## src/rtl/ddr4_cmd_decode.sv

```systemverilog
module ddr4_cmd_decode #(
  parameter bit X8 = 1'b0,
  localparam int ROW_W = X8 ? 16 : 17
) (
  input  logic             clk,
  input  logic             rst_n,
  input  logic             cs0_n,
  input  logic             cs1_n,
  input  logic             act_n,
  input  logic             ras_n,
  input  logic             cas_n,
  input  logic             we_n,
  input  logic [13:0]      addr,
  input  logic [1:0]       bg,
  input  logic [1:0]       ba,
  output logic             cmd_vld,
  output logic [2:0]       cmd_kind,
  output logic             rank,
  output logic [1:0]       bank_grp,
  output logic [1:0]       bank,
  output logic [ROW_W-1:0] row,
  output logic [9:0]       col,
  output logic             auto_pre,
  output logic             burst_chop,
  output logic             pre_all,
  output logic             cs_clash
);

  localparam logic [2:0] K_NOP = 3'd0, K_ACT = 3'd1, K_RD = 3'd2, K_WR = 3'd3,
                         K_PRE = 3'd4, K_REF = 3'd5, K_MRS = 3'd6, K_ILL = 3'd7;

  wire one_sel = cs0_n ^ cs1_n;
  wire clash   = !cs0_n && !cs1_n;
  wire [16:0] row_full = {ras_n, cas_n, we_n, addr};

  logic [2:0] kind_c;
  always_comb begin
    if (!act_n) kind_c = K_ACT;
    else begin
      unique case ({ras_n, cas_n, we_n})
        3'b000:  kind_c = K_MRS;
        3'b001:  kind_c = K_REF;
        3'b010:  kind_c = K_PRE;
        3'b100:  kind_c = K_WR;
        3'b101:  kind_c = K_RD;
        3'b111:  kind_c = K_NOP;
        default: kind_c = K_ILL;
      endcase
    end
  end

  wire is_rw  = (kind_c == K_RD) || (kind_c == K_WR);
  wire is_act = (kind_c == K_ACT);
  wire is_pre = (kind_c == K_PRE);

  always_ff @(posedge clk or negedge rst_n) begin
    if (!rst_n) begin
      cmd_vld    <= 1'b0;
      cmd_kind   <= K_NOP;
      rank       <= 1'b0;
      bank_grp   <= '0;
      bank       <= '0;
      row        <= '0;
      col        <= '0;
      auto_pre   <= 1'b0;
      burst_chop <= 1'b0;
      pre_all    <= 1'b0;
      cs_clash   <= 1'b0;
    end else begin
      cmd_vld    <= one_sel;
      cs_clash   <= clash;
      cmd_kind   <= one_sel ? kind_c : K_NOP;
      rank       <= one_sel && cs0_n;
      bank_grp   <= one_sel ? bg : 2'b00;
      bank       <= one_sel ? ba : 2'b00;
      row        <= (one_sel && is_act) ? row_full[ROW_W-1:0] : '0;
      col        <= (one_sel && is_rw) ? addr[9:0] : '0;
      auto_pre   <= one_sel && is_rw && addr[10];
      burst_chop <= one_sel && is_rw && !addr[12];
      pre_all    <= one_sel && is_pre && addr[10];
    end
  end

  AST_IDLE_NO_CMD: assert property (@(posedge clk) disable iff (!rst_n)
    (cs0_n && cs1_n) |=> (!cmd_vld && !cs_clash));
  AST_RANK_PICK: assert property (@(posedge clk) disable iff (!rst_n)
    (cs0_n != cs1_n) |=> (cmd_vld && rank == $past(cs0_n)));
  AST_CLASH_BLOCKS: assert property (@(posedge clk) disable iff (!rst_n)
    (!cs0_n && !cs1_n) |=> (cs_clash && !cmd_vld));
  AST_ACT_ROW: assert property (@(posedge clk) disable iff (!rst_n)
    ((cs0_n != cs1_n) && !act_n) |=> (cmd_kind == K_ACT && row[13:0] == $past(addr)));
  AST_AP_ONLY_RW: assert property (@(posedge clk) disable iff (!rst_n)
    auto_pre |-> (cmd_kind == K_RD || cmd_kind == K_WR));
  AST_BC_ONLY_RW: assert property (@(posedge clk) disable iff (!rst_n)
    burst_chop |-> (cmd_kind == K_RD || cmd_kind == K_WR));
  AST_PALL_ONLY_PRE: assert property (@(posedge clk) disable iff (!rst_n)
    pre_all |-> (cmd_vld && cmd_kind == K_PRE));

endmodule

```

## config.mk

```make
export PLATFORM = sky130hd
export DESIGN_NAME = ddr4_cmd_decode
export DESIGN_NICKNAME = d
export VERILOG_FILES = /design/src/rtl/ddr4_cmd_decode.sv
export SDC_FILE = /design/constraint.sdc
export NUM_CORES = 1
export LEC_CHECK = 0
export BUFFER_PORTS_ARGS = -buffer_cell sky130_fd_sc_hd__buf_2
export CORE_MARGIN = 5
export CORE_UTILIZATION = 30
export CTS_CLUSTER_SIZE = 24
export DETAILED_ROUTE_END_ITERATION = 10
export GPL_TIMING_DRIVEN = 0
export SYNTH_ARGS = -nofsm -noshare
export SYNTH_HDL_FRONTEND = slang
export SYNTH_SLANG_ARGS = --single-unit
export TNS_END_PERCENT = 30
```

## constraint.sdc

```tcl
create_clock -name clk -period 1.85 [get_ports clk]
set_clock_uncertainty 0.2 [all_clocks]
set_input_delay 0.37 -clock clk [delete_from_list [all_inputs] [get_ports clk]]
set_output_delay 0.37 -clock clk [all_outputs]
set_load 0.01 [all_outputs]
```

* Word-level counts from Yosys, hierarchy flattened
Index checks and enable logic that the tools add are counted.
Storage, ports and cells: flip-flop bits (word level) 40, input bits 26
Cells by class: equality and inequality tests 9, muxes and demuxes 7, bitwise logic cells 1, reduce and logical (&&, ||, !) cells 13
Operator list (count):
- $pmux W3 S6 | 1
- $mux W17 | 1
- $eq A3 B3 Y1 const B | 4
- $mux W10 | 1
- $eq A3 B2 Y1 const B | 3
- $logic_and A1 B1 Y1 | 8
- $eq A3 B1 Y1 const B | 2
- $mux W3 | 2
- $mux W2 | 2
- $logic_not A1 Y1 | 3
- $logic_not A3 Y1 | 1
- $logic_or A1 B1 Y1 | 1
- $xor A1 B1 Y1 | 1

* Longest topological paths before layout
depth in word-level cells 7, gate-level depth with buffers 5, gate-level depth less buffers 4

* Worst setup path before layout
OpenSTA, ideal clock, no wires.
path type input -> register, start in cs0_n, end reg col[0], library setup time 0.119 ns, arrival 1.273 ns, setup slack 0.258 ns, stages 5, buffers on the path 1, cells stage by stage inv_1 ha_1 and4b_1 buf_4 and2_1
On the way: word-level cells in the longest chain between the ends 3
Ends and longest elaborated chain:
- start: declaration | RTL line 7 | input logic cs0_n,
- $xor A1 B1 Y1 | RTL line 32 | wire one_sel = cs0_n ^ cs1_n;
- via one_sel | RTL line 32
- $logic_and A1 B1 Y1 | RTL line 77 | col <= (one_sel && is_rw) ? addr[9:0] : '0;
- $mux W10 | RTL line 77
- end signal: assignment | RTL line 77
- end: declaration | RTL line 22 | output logic [9:0] col,
The timed path passes the listed nets, and every way through them passes these cells.

* Final worst setup path
start in cs0_n, end reg col[7]
The elaborated chain is that of the path after synthesis.

==> implementation parameters <==
Parameter                              Value

Clock network
  Clock net sink count ... 40
  CTS Buf Count ... 5
  Number of resized instances in the post-cts repair step ... 0
  Number of buffers on the longest clock path ... 2
  Number of buffers inserted for hold repair after clock tree synthesis ... 0
  Number of H-tree levels ... 2
  CTS tree ... built
  Cell at the root of the clock tree ... sky130_fd_sc_hd__clkbuf_8
  Clock-pin transition on the worst setup and hold timing paths ... 0.07 ns
  Number of setup buffers added after CTS ... 0

Pwr
  Leakage dissipation ... 1.06 nW
  Sw power ... 383 µW
  Portion of total power attributed to sequential cells ... 0.521
  Total power after layout ... 1.77 mW
  Max VDD drop ... 361 µV
  Sw Ratio ... 0.216
  Int Power ... 1.39 mW
  Relative contribution of the clock network to total power ... 0.383
  Logic gate share of total power ... 0.096
  Power per standard cell area ... 965 nW/µm²

Global route
  Wire length of the first global-routing pass ... 4.62 mm
  Congestion Overflow GR ... 0
  GRT Util Overall ... 0.0990
  Number of antenna violations at the first check in global routing ... 0
  Pin count of the biggest net entering global routing ... 41
  Number of global-route vias before repair ... 967

Final layout
  Fraction of layout cells with a size suffix above 1 ... 0.457
  Summed area of non-filler cells in the final layout ... 1840 µm²
  Antenna cells ... 0
  Net count of the finished layout ... 191
  Number of fillers in the final layout ... 420
  Area Growth Syn to Fin ... 37.2%
  Number of standard cells in the layout, taps in and fillers out ... 216

Timing
  Highest Clock Rate ... 0.654 GHz
  Pin slew with the least headroom to its limit ... 0.843 ns
  Final Cycle Share ... 0.827
  Crit path time final ... 1.53 ns
  Setup repair after global routing missed its margin ... false
  Final setup violation count ... 0
  Worst rel slew slack ... 0.438
  Hold slack final ... -0.0141 ns
  Number of hold-slack violations in the final timing report ... 31
  Accumulated negative setup slack ... 0 ns
  Count of pins over their slew limit ... 0

Floorplanning
  Overall die width ... 76.8 µm
  Y dimension of the die ... 76.8 µm
  Starting density of the core ... 0.307
  I/O pin cnt ... 66
  Floorplan core area ... 4350 µm²
  Number of placement rows ... 24
  Area of the die ... 5900 µm²

Job
  Max_cap viols ... 0

Yosys
  Mean instance size in the synthesized netlist ... 14.7 µm²
  Part of the Yosys area used for sequential elements ... 0.748
  Ys Warns ... 0
  Cell area after synthesis ... 1340 µm²
  Number of flops mapped to enable cells by yosys ... 0
  Synthesized instance count ... 91
  Post-synth ARST share ... 1.00
  Primary flip-flop cell chosen by synthesis mapping ... sky130_fd_sc_hd__dfrtp_1
  Seq cells post-synth ... 40
  Syn nets ... 119
  Number of different library cells in the post-synthesis netlist ... 17

Placement
  Final weighted congestion in routability-driven placement ... 0.759
  Post-detail-place hpwl ... 2.10 mm
  Number of buffer cells added on primary ports ... 65
  Placed cell area ... 1730 µm²
  Count of placed standard cells including taps ... 208

Status
  Result of the run ... complete, but fails checks
  Failing checks ... negative hold slack

Min path
  Worst Hold Class ... primary input to asynchronous set/reset pin

Detailed routing
  Number of vias in the routed layout ... 889
  Wire length per cell ... 12.8 µm
  Number of optimization iterations in the first detailed-route pass ... 4
  Post-route DRC violation count ... 0
  DR iter-0 viols ... 11
  Overall routed net length ... 2.75 mm
  DRT antenna net count ... 0
  Via-per-instance ratio ... 4.12

Critical path
  Required time reported for the critical path endpoint ... 1.83 ns
  Sort of element at the end of the critical path ... flop
  Worst Setup Path Type ... primary input to flop
  Endpoint arrival time on the critical path ... 1.51 ns
  Kind of start point of the critical path ... primary input
  Worst-path fanout max ... 10
==> per-layer routing <==
layer / vias up / track usage / part of all wire
met3: 8 / 0.0363 / 0.11
met2: 39 / 0.168 / 0.51
met4: 0 / 0.0629 / 0.030
met1: 420 / 0.102 / 0.35
li1: 422 / - / -
met5: - / 0 / 0
==> critical path: stages <==
cell and delay (ns):
sky130_fd_sc_hd__buf_2 0.09, sky130_fd_sc_hd__inv_1 0.04, sky130_fd_sc_hd__ha_1 0.40, sky130_fd_sc_hd__and4b_1 0.28
sky130_fd_sc_hd__buf_4 0.17, sky130_fd_sc_hd__and2_1 0.16
==> layout make-up <==
cell class / instances / area (µm²) / share of cell area
multi-input cells: 46 / 314 / 0.171
flip-flops and latches: 40 / 1000 / 0.545
plain buffers: 2 / 12.5 / 0.00681
clock buffers: 6 / 72.6 / 0.0395
clock inverters: 2 / 35.0 / 0.0191
well taps: 52 / 65.1 / 0.0354
inverters: 3 / 11.3 / 0.00613
repair buffers: 65 / 325 / 0.177
==> power by group through the flow <==
| stage | Sequential [mW] | Clock (mW) | Combinational [mW] |
|---|---|---|---|
| after global placement | 0.940 | 0 | 0.171 |
| after CTS | 0.923 | 0.704 | 0.176 |
| after detailed placement | 0.941 | 0 | 0.176 |
| after global routing | 0.927 | 0.735 | 0.192 |
| after floorplan | 0.965 | 0 | 0.0473 |
| final | 0.923 | 0.679 | 0.170 |
==> through the flow <==
| step | util | setup WS (ns) |
|---|---|---|
| 3_5_place_dp | 0.397 | 0.00692 |
| 4_1_cts | 0.422 | 0.308 |
| 3_3_place_gp | 0.397 | 0.0168 |
| 2_1_floorplan | - | 0.258 |
| 6_report | 0.422 | 0.320 |
| 5_1_grt | 0.422 | 0.233 |
==> registers in the layout, summed over array words and instances, names as in the netlist <==
register	flops
rank	1
bank_grp	2
burst_chop	1
col	10
row	17
bank	2
cmd_kind	3
auto_pre	1
cs_clash	1
pre_all	1
cmd_vld	1
==> worst max path at each step <==
stage                     startpoint                to  slack [ns]  depth (start not counted)
after floorplan                cs0_n  col[0]$_DFF_PN0_        0.26                          5
after global placement         cs0_n  col[3]$_DFF_PN0_        0.02                          6
after detailed placement       cs0_n  col[6]$_DFF_PN0_       0.007                          6
after CTS                      cs0_n  col[6]$_DFF_PN0_        0.31                          6
after global routing           cs0_n  col[7]$_DFF_PN0_        0.23                          6
final                          cs0_n  col[7]$_DFF_PN0_        0.32                          6
==> kinds of logic after synthesis <==
kind of cell,count (synthesis),share of synthesized area
xor gates and xnor gates,2,0.0131
adders and majority gates,2,0.0187
and+or+nand+nor,39,0.185
AOI/OAI and AO/OA,3,0.0178
DFF,40,0.748
buffers and inverters,5,0.0178
==> cell usage in the layout, fill, tap and decap left out, types with 2 or more instances in the layout <==
cell                       instances
sky130_fd_sc_hd__buf_2            66
sky130_fd_sc_hd__dfrtp_1          40
sky130_fd_sc_hd__and2_1           32
sky130_fd_sc_hd__clkbuf_8          5
sky130_fd_sc_hd__inv_1             3
sky130_fd_sc_hd__xnor2_1           2
sky130_fd_sc_hd__ha_1              2
==> cells in the mapped netlist (2+ instances only) <==
master,count,area share
sky130_fd_sc_hd__and2_1,32,0.15
sky130_fd_sc_hd__dfrtp_1,40,0.75
sky130_fd_sc_hd__ha_1,2,0.019
sky130_fd_sc_hd__inv_1,3,0.0084
sky130_fd_sc_hd__xnor2_1,2,0.013
No activity file was read; power rests on OpenSTA's default activity.
